===== config.mk =====
export PLATFORM = sky130hd
export DESIGN_NAME = ecc512_engine
export DESIGN_NICKNAME = d
export VERILOG_FILES = /design/src/rtl/ecc512_pkg.sv /design/src/rtl/ecc512_accum.sv /design/src/rtl/ecc512_classify.sv /design/src/rtl/ecc512_status_bank.sv /design/src/rtl/ecc512_engine.sv
export SDC_FILE = /design/constraint.sdc
export NUM_CORES = 1
export LEC_CHECK = 0
export BUFFER_PORTS_ARGS = -buffer_cell sky130_fd_sc_hd__buf_2
export CAP_MARGIN = 20
export CORE_MARGIN = 2
export CORE_UTILIZATION = 55
export DETAILED_ROUTE_END_ITERATION = 6
export PLACE_DENSITY = 0.86
export SLEW_MARGIN = 20
export SYNTH_ARGS = -nofsm -noshare
export SYNTH_HDL_FRONTEND = slang
export SYNTH_SLANG_ARGS = --single-unit
export TNS_END_PERCENT = 30

===== constraint.sdc =====
create_clock -name clk -period 23.4 [get_ports clk]
set_input_delay 4.68 -clock clk [delete_from_list [all_inputs] [get_ports clk]]
set_output_delay 4.68 -clock clk [all_outputs]
set_load 0.05 [all_outputs]

===== src/rtl/ecc512_pkg.sv =====
package ecc512_pkg;

    localparam int BYTE_W     = 8;
    localparam int BIT_IDX_W  = $clog2(BYTE_W);
    localparam int ADDR_W     = 9;
    localparam int BLOCK_BYTES = 1 << ADDR_W;
    localparam int LINE_W     = 2 * ADDR_W;
    localparam int COL_W      = 2 * BIT_IDX_W;
    localparam int CODE_W     = LINE_W + COL_W;
    localparam int PAIRS      = ADDR_W + BIT_IDX_W;

    typedef enum logic [1:0] {
        ST_CLEAN    = 2'd0,
        ST_FIXABLE  = 2'd1,
        ST_CODE_ERR = 2'd2,
        ST_UNCORR   = 2'd3
    } ecc_status_e;

    typedef struct packed {
        ecc_status_e             status;
        logic [ADDR_W-1:0]       byte_idx;
        logic [BIT_IDX_W-1:0]    bit_idx;
    } ecc_verdict_t;

    // Contribution of one byte at a given position to the block code.
    function automatic logic [CODE_W-1:0] byte_contrib(
        input logic [ADDR_W-1:0] addr,
        input logic [BYTE_W-1:0] data
    );
        logic [CODE_W-1:0] c;
        logic p, ev, od;
        c = '0;
        p = ^data;
        for (int k = 0; k < ADDR_W; k++) begin
            c[2*k]   = p & ~addr[k];
            c[2*k+1] = p & addr[k];
        end
        for (int j = 0; j < BIT_IDX_W; j++) begin
            ev = 1'b0;
            od = 1'b0;
            for (int b = 0; b < BYTE_W; b++) begin
                if (((b >> j) & 1) == 1) od = od ^ data[b];
                else                     ev = ev ^ data[b];
            end
            c[LINE_W+2*j]   = ev;
            c[LINE_W+2*j+1] = od;
        end
        return c;
    endfunction

    // Decode a syndrome into a verdict.
    function automatic ecc_verdict_t classify(input logic [CODE_W-1:0] syn);
        ecc_verdict_t v;
        logic all_split;
        v.status   = ST_CLEAN;
        v.byte_idx = '0;
        v.bit_idx  = '0;
        all_split  = 1'b1;
        for (int i = 0; i < PAIRS; i++)
            all_split = all_split & (syn[2*i] ^ syn[2*i+1]);
        if (syn != '0) begin
            if (all_split) begin
                v.status = ST_FIXABLE;
                for (int k = 0; k < ADDR_W; k++)
                    v.byte_idx[k] = syn[2*k+1];
                for (int j = 0; j < BIT_IDX_W; j++)
                    v.bit_idx[j] = syn[LINE_W+2*j+1];
            end else if ($countones(syn) == 1) begin
                v.status = ST_CODE_ERR;
            end else begin
                v.status = ST_UNCORR;
            end
        end
        return v;
    endfunction

endpackage


===== src/rtl/ecc512_accum.sv =====
module ecc512_accum
    import ecc512_pkg::*;
(
    input  logic                 clk,
    input  logic                 rst,
    input  logic                 take,
    input  logic                 first,
    input  logic [ADDR_W-1:0]    addr,
    input  logic [BYTE_W-1:0]    data,
    output logic [CODE_W-1:0]    code_next
);

    logic [CODE_W-1:0] acc_q;
    logic [CODE_W-1:0] contrib;

    assign contrib   = byte_contrib(addr, data);
    assign code_next = (first ? '0 : acc_q) ^ contrib;

    always_ff @(posedge clk) begin
        if (rst)       acc_q <= '0;
        else if (take) acc_q <= code_next;
    end

endmodule


===== src/rtl/ecc512_classify.sv =====
module ecc512_classify
    import ecc512_pkg::*;
(
    input  logic [CODE_W-1:0] computed,
    input  logic [CODE_W-1:0] stored,
    output ecc_verdict_t      verdict
);

    logic [CODE_W-1:0] syndrome;

    assign syndrome = computed ^ stored;
    assign verdict  = classify(syndrome);

endmodule


===== src/rtl/ecc512_status_bank.sv =====
module ecc512_status_bank
    import ecc512_pkg::*;
#(
    parameter int BLOCKS = 4,
    localparam int BLK_W = (BLOCKS > 1) ? $clog2(BLOCKS) : 1
) (
    input  logic                  clk,
    input  logic                  rst,
    input  logic                  clr,
    input  logic                  wr,
    input  logic [BLK_W-1:0]      idx,
    input  ecc_status_e           status,
    output logic [2*BLOCKS-1:0]   flat
);

    for (genvar g = 0; g < BLOCKS; g++) begin : g_slot
        ecc_status_e slot_q;
        always_ff @(posedge clk) begin
            if (rst)                                slot_q <= ST_CLEAN;
            else if (wr && (idx == BLK_W'(g)))      slot_q <= status;
            else if (clr)                           slot_q <= ST_CLEAN;
        end
        assign flat[2*g +: 2] = slot_q;
    end

    assert_bank_hold_R10: assert property (@(posedge clk) disable iff (rst)
        (!wr && !clr) |=> $stable(flat));

endmodule


===== src/rtl/ecc512_engine.sv =====
module ecc512_engine
    import ecc512_pkg::*;
#(
    parameter int BLOCKS = 4,
    localparam int BLK_W = (BLOCKS > 1) ? $clog2(BLOCKS) : 1
) (
    input  logic                  clk,
    input  logic                  rst,
    input  logic                  in_valid,
    input  logic                  in_start,
    input  logic                  in_last,
    input  logic                  in_aligned,
    input  logic                  in_read,
    input  logic [BYTE_W-1:0]     in_data,
    input  logic [CODE_W-1:0]     in_stored_code,
    output logic                  busy,
    output logic                  res_valid,
    output logic [BLK_W-1:0]      res_block,
    output logic [1:0]            res_status,
    output logic [CODE_W-1:0]     res_code,
    output logic [ADDR_W-1:0]     res_byte,
    output logic [BIT_IDX_W-1:0]  res_bit,
    output logic [2*BLOCKS-1:0]   blk_status
);

    logic                  busy_q, rd_q;
    logic [ADDR_W-1:0]     cnt_q;
    logic [BLK_W-1:0]      blk_q;

    logic                  start_evt, abort_evt, take, close, last_blk, rd_eff;
    logic [ADDR_W-1:0]     addr;
    logic [BLK_W-1:0]      blk;
    logic [CODE_W-1:0]     code_next;
    ecc_verdict_t          verdict;
    ecc_status_e           blk_verdict;

    // Control: arm on aligned start, drop on unaligned start.
    assign start_evt = in_valid && in_start && in_aligned;
    assign abort_evt = in_valid && in_start && !in_aligned;
    assign take      = start_evt || (in_valid && busy_q && !in_start);
    assign addr      = start_evt ? '0 : cnt_q;
    assign blk       = start_evt ? '0 : blk_q;
    assign rd_eff    = start_evt ? in_read : rd_q;
    assign close     = take && ((&addr) || in_last);
    assign last_blk  = (blk == BLK_W'(BLOCKS-1));

    always_ff @(posedge clk) begin
        if (rst) begin
            busy_q <= 1'b0;
            rd_q   <= 1'b0;
            cnt_q  <= '0;
            blk_q  <= '0;
        end else if (abort_evt) begin
            busy_q <= 1'b0;
        end else if (take) begin
            busy_q <= !(close && (in_last || last_blk));
            cnt_q  <= close ? '0 : addr + 1'b1;
            blk_q  <= close ? blk + 1'b1 : blk;
            rd_q   <= rd_eff;
        end
    end

    ecc512_accum u_accum (
        .clk       (clk),
        .rst       (rst),
        .take      (take),
        .first     (addr == '0),
        .addr      (addr),
        .data      (in_data),
        .code_next (code_next)
    );

    ecc512_classify u_classify (
        .computed (code_next),
        .stored   (in_stored_code),
        .verdict  (verdict)
    );

    assign blk_verdict = rd_eff ? verdict.status : ST_CLEAN;

    // Result registers.
    logic                  res_valid_q;
    logic [BLK_W-1:0]      res_block_q;
    ecc_status_e           res_status_q;
    logic [CODE_W-1:0]     res_code_q;
    logic [ADDR_W-1:0]     res_byte_q;
    logic [BIT_IDX_W-1:0]  res_bit_q;

    always_ff @(posedge clk) begin
        if (rst) begin
            res_valid_q  <= 1'b0;
            res_block_q  <= '0;
            res_status_q <= ST_CLEAN;
            res_code_q   <= '0;
            res_byte_q   <= '0;
            res_bit_q    <= '0;
        end else begin
            res_valid_q <= close;
            if (close) begin
                res_block_q  <= blk;
                res_status_q <= blk_verdict;
                res_code_q   <= code_next;
                res_byte_q   <= rd_eff ? verdict.byte_idx : '0;
                res_bit_q    <= rd_eff ? verdict.bit_idx  : '0;
            end
        end
    end

    ecc512_status_bank #(.BLOCKS(BLOCKS)) u_bank (
        .clk    (clk),
        .rst    (rst),
        .clr    (start_evt),
        .wr     (close),
        .idx    (blk),
        .status (blk_verdict),
        .flat   (blk_status)
    );

    assign busy       = busy_q;
    assign res_valid  = res_valid_q;
    assign res_block  = res_block_q;
    assign res_status = res_status_q;
    assign res_code   = res_code_q;
    assign res_byte   = res_byte_q;
    assign res_bit    = res_bit_q;

    assert_strobe_after_close_R2: assert property (@(posedge clk) disable iff (rst)
        close |=> res_valid);

    assert_strobe_needs_byte_R2: assert property (@(posedge clk) disable iff (rst)
        res_valid |-> $past(take));

    assert_unaligned_idle_R3: assert property (@(posedge clk) disable iff (rst)
        (in_valid && in_start && !in_aligned) |=> (!busy && !res_valid));

    assert_last_idle_R4: assert property (@(posedge clk) disable iff (rst)
        (in_valid && in_last) |=> !busy);

    assert_write_clean_R11: assert property (@(posedge clk) disable iff (rst)
        (res_valid && !rd_q) |-> (res_status == ST_CLEAN));

endmodule


==> metrics.md, run 1 <==
| Metric | Value |
|---|---|
| TritonCTS buffer count | 9 |
| Synth cell types | 53 |
| Vias in the first global route | 4839 |
| Post-DP HPWL | 10900 um |
| Clock latency at the later pin of the worst-skew pair | roughly 0.37 ns |
| Final Wtd Congestion | 0.896 |
| Critical Path RT | roughly 24 ns |
| Max-Cap Viols | 0 |
| H-tree levels | 3 |
| Pwr dens | 129 mW/mm^2 |
| Die W | 107 um |
| Main flop type after synthesis | dfxtp_1 |
| Final hold viol count | 0 |
| Leak | 0.00302 uW |
| I/O pin count | 89 |
| First-pass DRT Iterations | 5 |
| Overall power | 838 uW |
| Final Cycle Share | 50.2% |
| Postcts setup bufs | 0 |
| Arrival time worst endpoint | roughly 12 ns |
| Core area | 0.0103 sq mm |
| Fraction of registers with async set or reset after synthesis | 0% |
| Die area | roughly 0.011 sq mm |
| Synth top area cells | dfxtp_1, ha_1, fa_1 |
| CTS tree | done |
| Flop2flop setup slack | roughly 16 ns |
| HP Class | reg -> reg |
| Initial Util | 56.5% |
| Hold-fix buffers, CTS | 0 |
| Top post-synthesis cells by count | dfxtp_1, nor2_1, nand2_1, a21oi_1, inv_1 |
| Largest net degree at the start of global routing | 88 |
| Area grow syn2layout | 11.3% |
| Vias per cell | 5.53 |
| Clk sinks | 86 |
| Initial drt markers | 355 |
| DP Worst Slack | about 11 ns |
| Yosys reg bits | 86 |
| Placed inst area | 0.00631 sq mm |
| Post-synth EDFFs | 0 |
| I/O Buffers | 88 |
| Clk root buf | clkbuf_8 |
| Crit path max fanout | 32 |
| Bufs on Longest Clock Path | 2 |
| First-pass GRT wire length | 23500 um |
| VDD IR-drop max | 0.132 mV |
| Final Util | 62.9% |
| Die Span Y | 107 um |
| Setup violation total in the final timing report | 0 |
| DR DRC count | 0 |
| Post-synthesis average cell area | 8.37 sq um |
| Actual slew at the worst max-slew pin | 1.05 ns |
| Final nets | 861 |
| Path type of the worst setup path | in -> reg |
| Grt total ovfl | 0 |
| Max-slew headroom | 29.8% |
| Design area | 0.00650 sq mm |
| Detailed Route WL | 14400 um |
| GRT Overall Usage | 26.2% |
| Vias | between 5000 and 6000 |
| Startpoint Class | primary input |
| Inserted Diodes | 0 |
| Final clock skew | 0.00945 ns |
| Net Count, Synth | 795 |
| Leading area contributor after synthesis | dfxtp_1 |
| Post-route minimum period | between 10 and 15 ns |
| Final ANT Viol Nets | 0 |
| Share of layout cells above drive strength 1 | 17.6% |
| Share of the yosys chip area belonging to registers | 29.5% |
| Crit. End Element | flip-flop |
| Yosys warns | 0 |
| Row Count | 37 |
| Final Max Tran Viols | 0 |
| RSZ-0062 raised after global routing | false |
| Per-cell routed wire length | 15.9 um |
| Cell count after synthesis | about 700 |
| # fillers | 891 |
| Setup tns final | 0 ns |
| Clock-pin slew on the worst setup and hold paths | 0.09 ns |
| Synth top area share | 29.5% |
| Post_cts resized | 0 |
| Final worst slack | 11.66 ns |
| Status | finished, final reports clean |
| Post-Syn Area | 0.00584 sq mm |
| Most frequent cell after synthesis | dfxtp_1 |
| F_max | around 85 MHz |
| Initial antenna violation count | 0 |
==> per-stage QoR <==
step           hold WS [ns]  std cells
2_1_floorplan         0.455        697
3_3_place_gp          0.433        888
3_5_place_dp          0.452        888
4_1_cts               0.463        904
5_1_grt               0.477        904
6_report              0.456        904
==> cell usage in the layout (no fill, tap or decap), types with 2 or more instances in the layout <==
master	synthesis	layout
xnor2_1	38	38
nand2_1	76	76
ha_1	40	40
clkbuf_1	26	2
o21ai_1	4	4
xor2_2	9	9
o31ai_1	2	2
nor3_1	8	8
nor2_1	78	78
or3_1	2	2
o32ai_1	12	12
mux2i_1	2	2
nand4_1	8	8
clkbuf_8	0	10
nand3_1	21	21
xnor3_1	8	8
clkinv_4	0	2
buf_4	1	5
dfxtp_1	86	86
nand2_2	6	6
a22oi_1	6	6
buf_2	5	88
o21ai_0	28	28
a31oi_1	5	5
xnor2_2	3	3
o21a_1	10	10
a21oi_1	61	61
o211ai_1	4	4
nand2b_1	13	13
a211oi_1	9	9
xor2_1	15	15
nand3b_1	2	2
and3_1	7	7
inv_1	56	56
nand2_4	5	5
fa_1	19	19
==> logic make-up (layout without fill, tap and decap cells) <==
kind of cell / count (synthesis) / after routing / share of synthesized area (%)
xor+xnor: 73 / 73 / 14.4
simple gates: 237 / 237 / 19.0
compound gates: 146 / 146 / 15.2
mux: 2 / 2 / 0.343
fa+ha+maj: 59 / 59 / 15.1
flops: 86 / 86 / 29.5
buf+inv: 94 / 165 / 6.54
==> final timing paths <==
check / startpoint / to / depth (start not counted)
max: in_start / u_bank.g_slot[1].slot_q[0] / 27
min: res_byte[5] / res_byte[5] / 2
max reg2reg: cnt_q[0] / u_bank.g_slot[1].slot_q[0] / 24
min reg2reg: res_byte[5] / res_byte[5] / 2
==> where the power goes <==
part	leakage [uW]	switching (uW)	internal, uW
Sequential	0.000696	4.31	151
Clock	0.0000909	55.7	42.2
Combinational	0.00223	337	247
==> layout make-up <==
type / count / area [sq um] / area share [%]
Multi-Input combinational cell: 517 / 3740 / 57.6
Sequential cell: 86 / 1720 / 26.5
Timing Repair Buffer: 93 / 478 / 7.36
Inverter: 56 / 210 / 3.24
Tap cell: 136 / 170 / 2.62
Clock buffer: 12 / 145 / 2.23
Clock inverter: 4 / 31.3 / 0.481
==> per-layer routing <==
layer / part of all wire (%) / vias up / GRT usage, %
met4: 2.8 / 0 / 10.6
met2: 51 / 169 / 46.5
met3: 4.4 / 27 / 2.37
met5: 0 / - / 0
li1: - / 2451 / -
met1: 42 / 2356 / 32.6
==> worst max-delay path, stage by stage <==
cell and delay (ns):
buf_2 0.14, nand3_1 0.08, buf_4 0.23, nand2_1 0.16, ha_1 0.19, or4b_1 0.62
o21a_4 0.42, nand2_1 0.20, xnor3_1 0.39, ha_1 0.34, inv_1 0.06, fa_1 0.49
inv_1 0.05, fa_1 0.47, inv_1 0.05, fa_1 0.38, fa_1 0.50, fa_1 0.55
inv_1 0.04, ha_1 0.20, inv_1 0.07, fa_1 0.41, nand4b_1 0.12, nor4_1 0.06
a21boi_0 0.67, nand3_1 0.20, a21oi_1 0.21
==> state kept, by name (all words and copies together), names as in the netlist <==
register and cells:
blk_q 2, busy 1, cnt_q 9, rd_q 1, res_bit 3, res_block 2
res_byte 9, res_code 24, res_status 2, res_valid 1, u_accum.acc_q 24, u_bank.g_slot.slot_q 8
(Power assumes the default switching activity.)
==> run 2: changes to the inputs <==
==> constraint.sdc (replaced) <==
create_clock -name clk -period 11.19 [get_ports clk]
set_input_delay 2.238 -clock clk [delete_from_list [all_inputs] [get_ports clk]]
set_output_delay 2.238 -clock clk [all_outputs]
set_load 0.05 [all_outputs]
==> run 2 against run 1 <==
Effect of this change: utilization rose by 0.17 points; largest power group unchanged; cell count fell by 0.11%; critical path depth fell by 1.
==> metrics.md, run 2 (synthesis results as in run 1) <==
| Metric | Value |
|---|---|
| Status | finished, final reports clean |
| RSZ-0062 raised after global routing | false |
| Final Cycle Share | between 80 and 90% |
| First-pass GRT wire length | between 20000 and 25000 um |
| Final Max Tran Viols | 0 |
| Vias per cell | 5.68 |
| Final Util | 63.1% |
| Footprint of the multi-input gates | 0.00374 sq mm |
| Slowest CP cell | or4b_1 |
| Buf+Inv Stages, Crit Path | 6 |
| Final Wtd Congestion | 0.856 |
| Final ANT Viol Nets | 0 |
| Die area | 0.0115 sq mm |
| Row Count | 37 |
| Share of layout cells above drive strength 1 | 17.7% |
| Crit-path most repeated cell | fa_1 |
| Clk pwr share | 12.8% |
| Actual slew at the worst max-slew pin | about 1.0 ns |
| First-pass DRT Iterations | 5 |
| Placed instance count | between 800 and 900 |
| Combinational share of power | 68.7% |
| Sequential cell fraction of total power | 18.4% |
| Die W | 107 um |
| Path type of the worst setup path | in -> reg |
| H-tree levels | 3 |
| Hold Path End | res_block[0] |
| Setup violation total in the final timing report | 0 |
| Per-cell routed wire length | 16.4 um |
| Post-route minimum period | 9.33 ns |
| VDD IR-drop max | 0.275 mV |
| Clk sinks | between 80 and 90 |
| Startpoint Class | primary input |
| Cells on worst reg2reg path | 24 |
| Final hold viol count | 0 |
| Vias | 5133 |
| HP Class | reg -> reg |
| Max-slew headroom | a little under a third |
| TritonCTS buffer count | 9 |
| Flop2flop setup slack | between 3 and 4 ns |
| Layout Cells excl Fill | 903 |
| Crit. End Element | flip-flop |
| GRT Overall Usage | 26.5% |
| Worst Min Path Start | res_block[0] |
| FF-to-FF End | u_bank.g_slot[3].slot_q[0] |
| Core area | 0.0103 sq mm |
| Inserted Diodes | 0 |
| Final clock skew | about 0.012 ns |
| Setup tns final | 0 ns |
| Delay of the slowest cell on the worst path | 0.62 ns |
| Bufs on Longest Clock Path | 2 |
| Arrival time worst endpoint | 9.62 ns |
| Critical Path RT | 11.48 ns |
| Clk root buf | clkbuf_8 |
| # fillers | 891 |
| Int Power | 943 uW |
| Postcts setup bufs | 0 |
| Vias in the first global route | 5007 |
| Hold Path Stages | 2 |
| Initial Util | a little under three fifths |
| Overall power | around 1800 uW |
| Leak | 0.00302 uW |
| Die Span Y | ~110 um |
| Most frequent cells in the layout | buf_2, dfxtp_1, nor2_1, nand2_1, a21oi_1 |
| Switching Share | 46.6% |
| F_max | ~110 MHz |
| Clock latency at the later pin of the worst-skew pair | 0.37 ns |
| Hold-fix buffers, CTS | 0 |
| Grt total ovfl | 0 |
| Clock-pin slew on the worst setup and hold paths | 0.09 ns |
| Initial antenna violation count | 0 |
| Max-Cap Viols | 0 |
| Final nets | 861 |
| Detailed Route WL | 14900 um |
| Net switching power | 825 uW |
| Top delay family on crit path | adder cells |
| Pwr dens | 271 mW/mm^2 |
| I/O pin count | 89 |
| Area grow syn2layout | 11.6% |
| Largest net degree at the start of global routing | 88 |
| CTS tree | done |
| Worst hold slack | 0.459 ns |
| Initial drt markers | 424 |
| Reg2reg start | cnt_q[0] |
| Sequential Area | 0.00172 sq mm |
| DR DRC count | 0 |
| Post_cts resized | 0 |
| I/O Buffers | 88 |
| Post-DP HPWL | about 11000 um |
| Crit path max fanout | 32 |
| Commonest non-fill, non-tap cell in the layout | buf_2 |
==> run 2: cell types whose count changed in the layout (fill, tap and decap cells not counted) <==
cell / previous run / this run
clkinvlp_4: 0 / 3
inv_6: 1 / 2
clkbuf_8: 10 / 9
clkinv_4: 2 / 0
bufinv_16: 0 / 1
clkbuf_1: 2 / 0
clkinv_2: 1 / 0
==> run 2: layout make-up <==
class                   count  share of cell area [%]
clock buffers               9                    1.90
clock inverters             6                    1.08
inverters                  56                    3.23
multi-input cells         517                    57.4
flip-flops and latches     86                    26.4
well taps                 136                    2.61
repair buffers             93                    7.34
==> run 2: worst min-delay path: stages, from the launching register on <==
cell     delay (ns)
dfxtp_1        0.32
nand2_1        0.05
a21oi_1        0.05
==> run 2: per-stage QoR <==
step	instance area [sq um]	worst slack [ns]
finish	6520	1.86
floorplan	5840	2.80
global route	6520	1.36
CTS	6510	1.92
global placement	6310	1.76
detailed placement	6310	1.59
==> run 2: worst max-delay path by stage <==
stage	to	from	cells after the start
6_report	u_bank.g_slot[3].slot_q[0]	in_valid	26
5_1_grt	u_bank.g_slot[0].slot_q[0]	in_valid	27
4_1_cts	u_bank.g_slot[3].slot_q[0]	in_valid	26
3_5_place_dp	u_bank.g_slot[3].slot_q[0]	in_valid	26
3_3_place_gp	u_bank.g_slot[3].slot_q[0]	in_start	26
2_1_floorplan	u_bank.g_slot[0].slot_q[0]	in_aligned	29
==> run 2: power by group through the flow <==
stage	Sequential (uW)	Clock (uW)	Combinational [uW]
floorplan	345	0	918
global placement	332	0	1130
detailed placement	332	0	1210
CTS	325	228	1230
global route	327	240	1440
finish	326	227	1220
==> run 2: layer usage <==
metal	track usage [%]	share of wire, %
met1	31.5	42
met2	49.5	53
met3	3.83	4.7
met5	0	0
met4	7.14	1.3
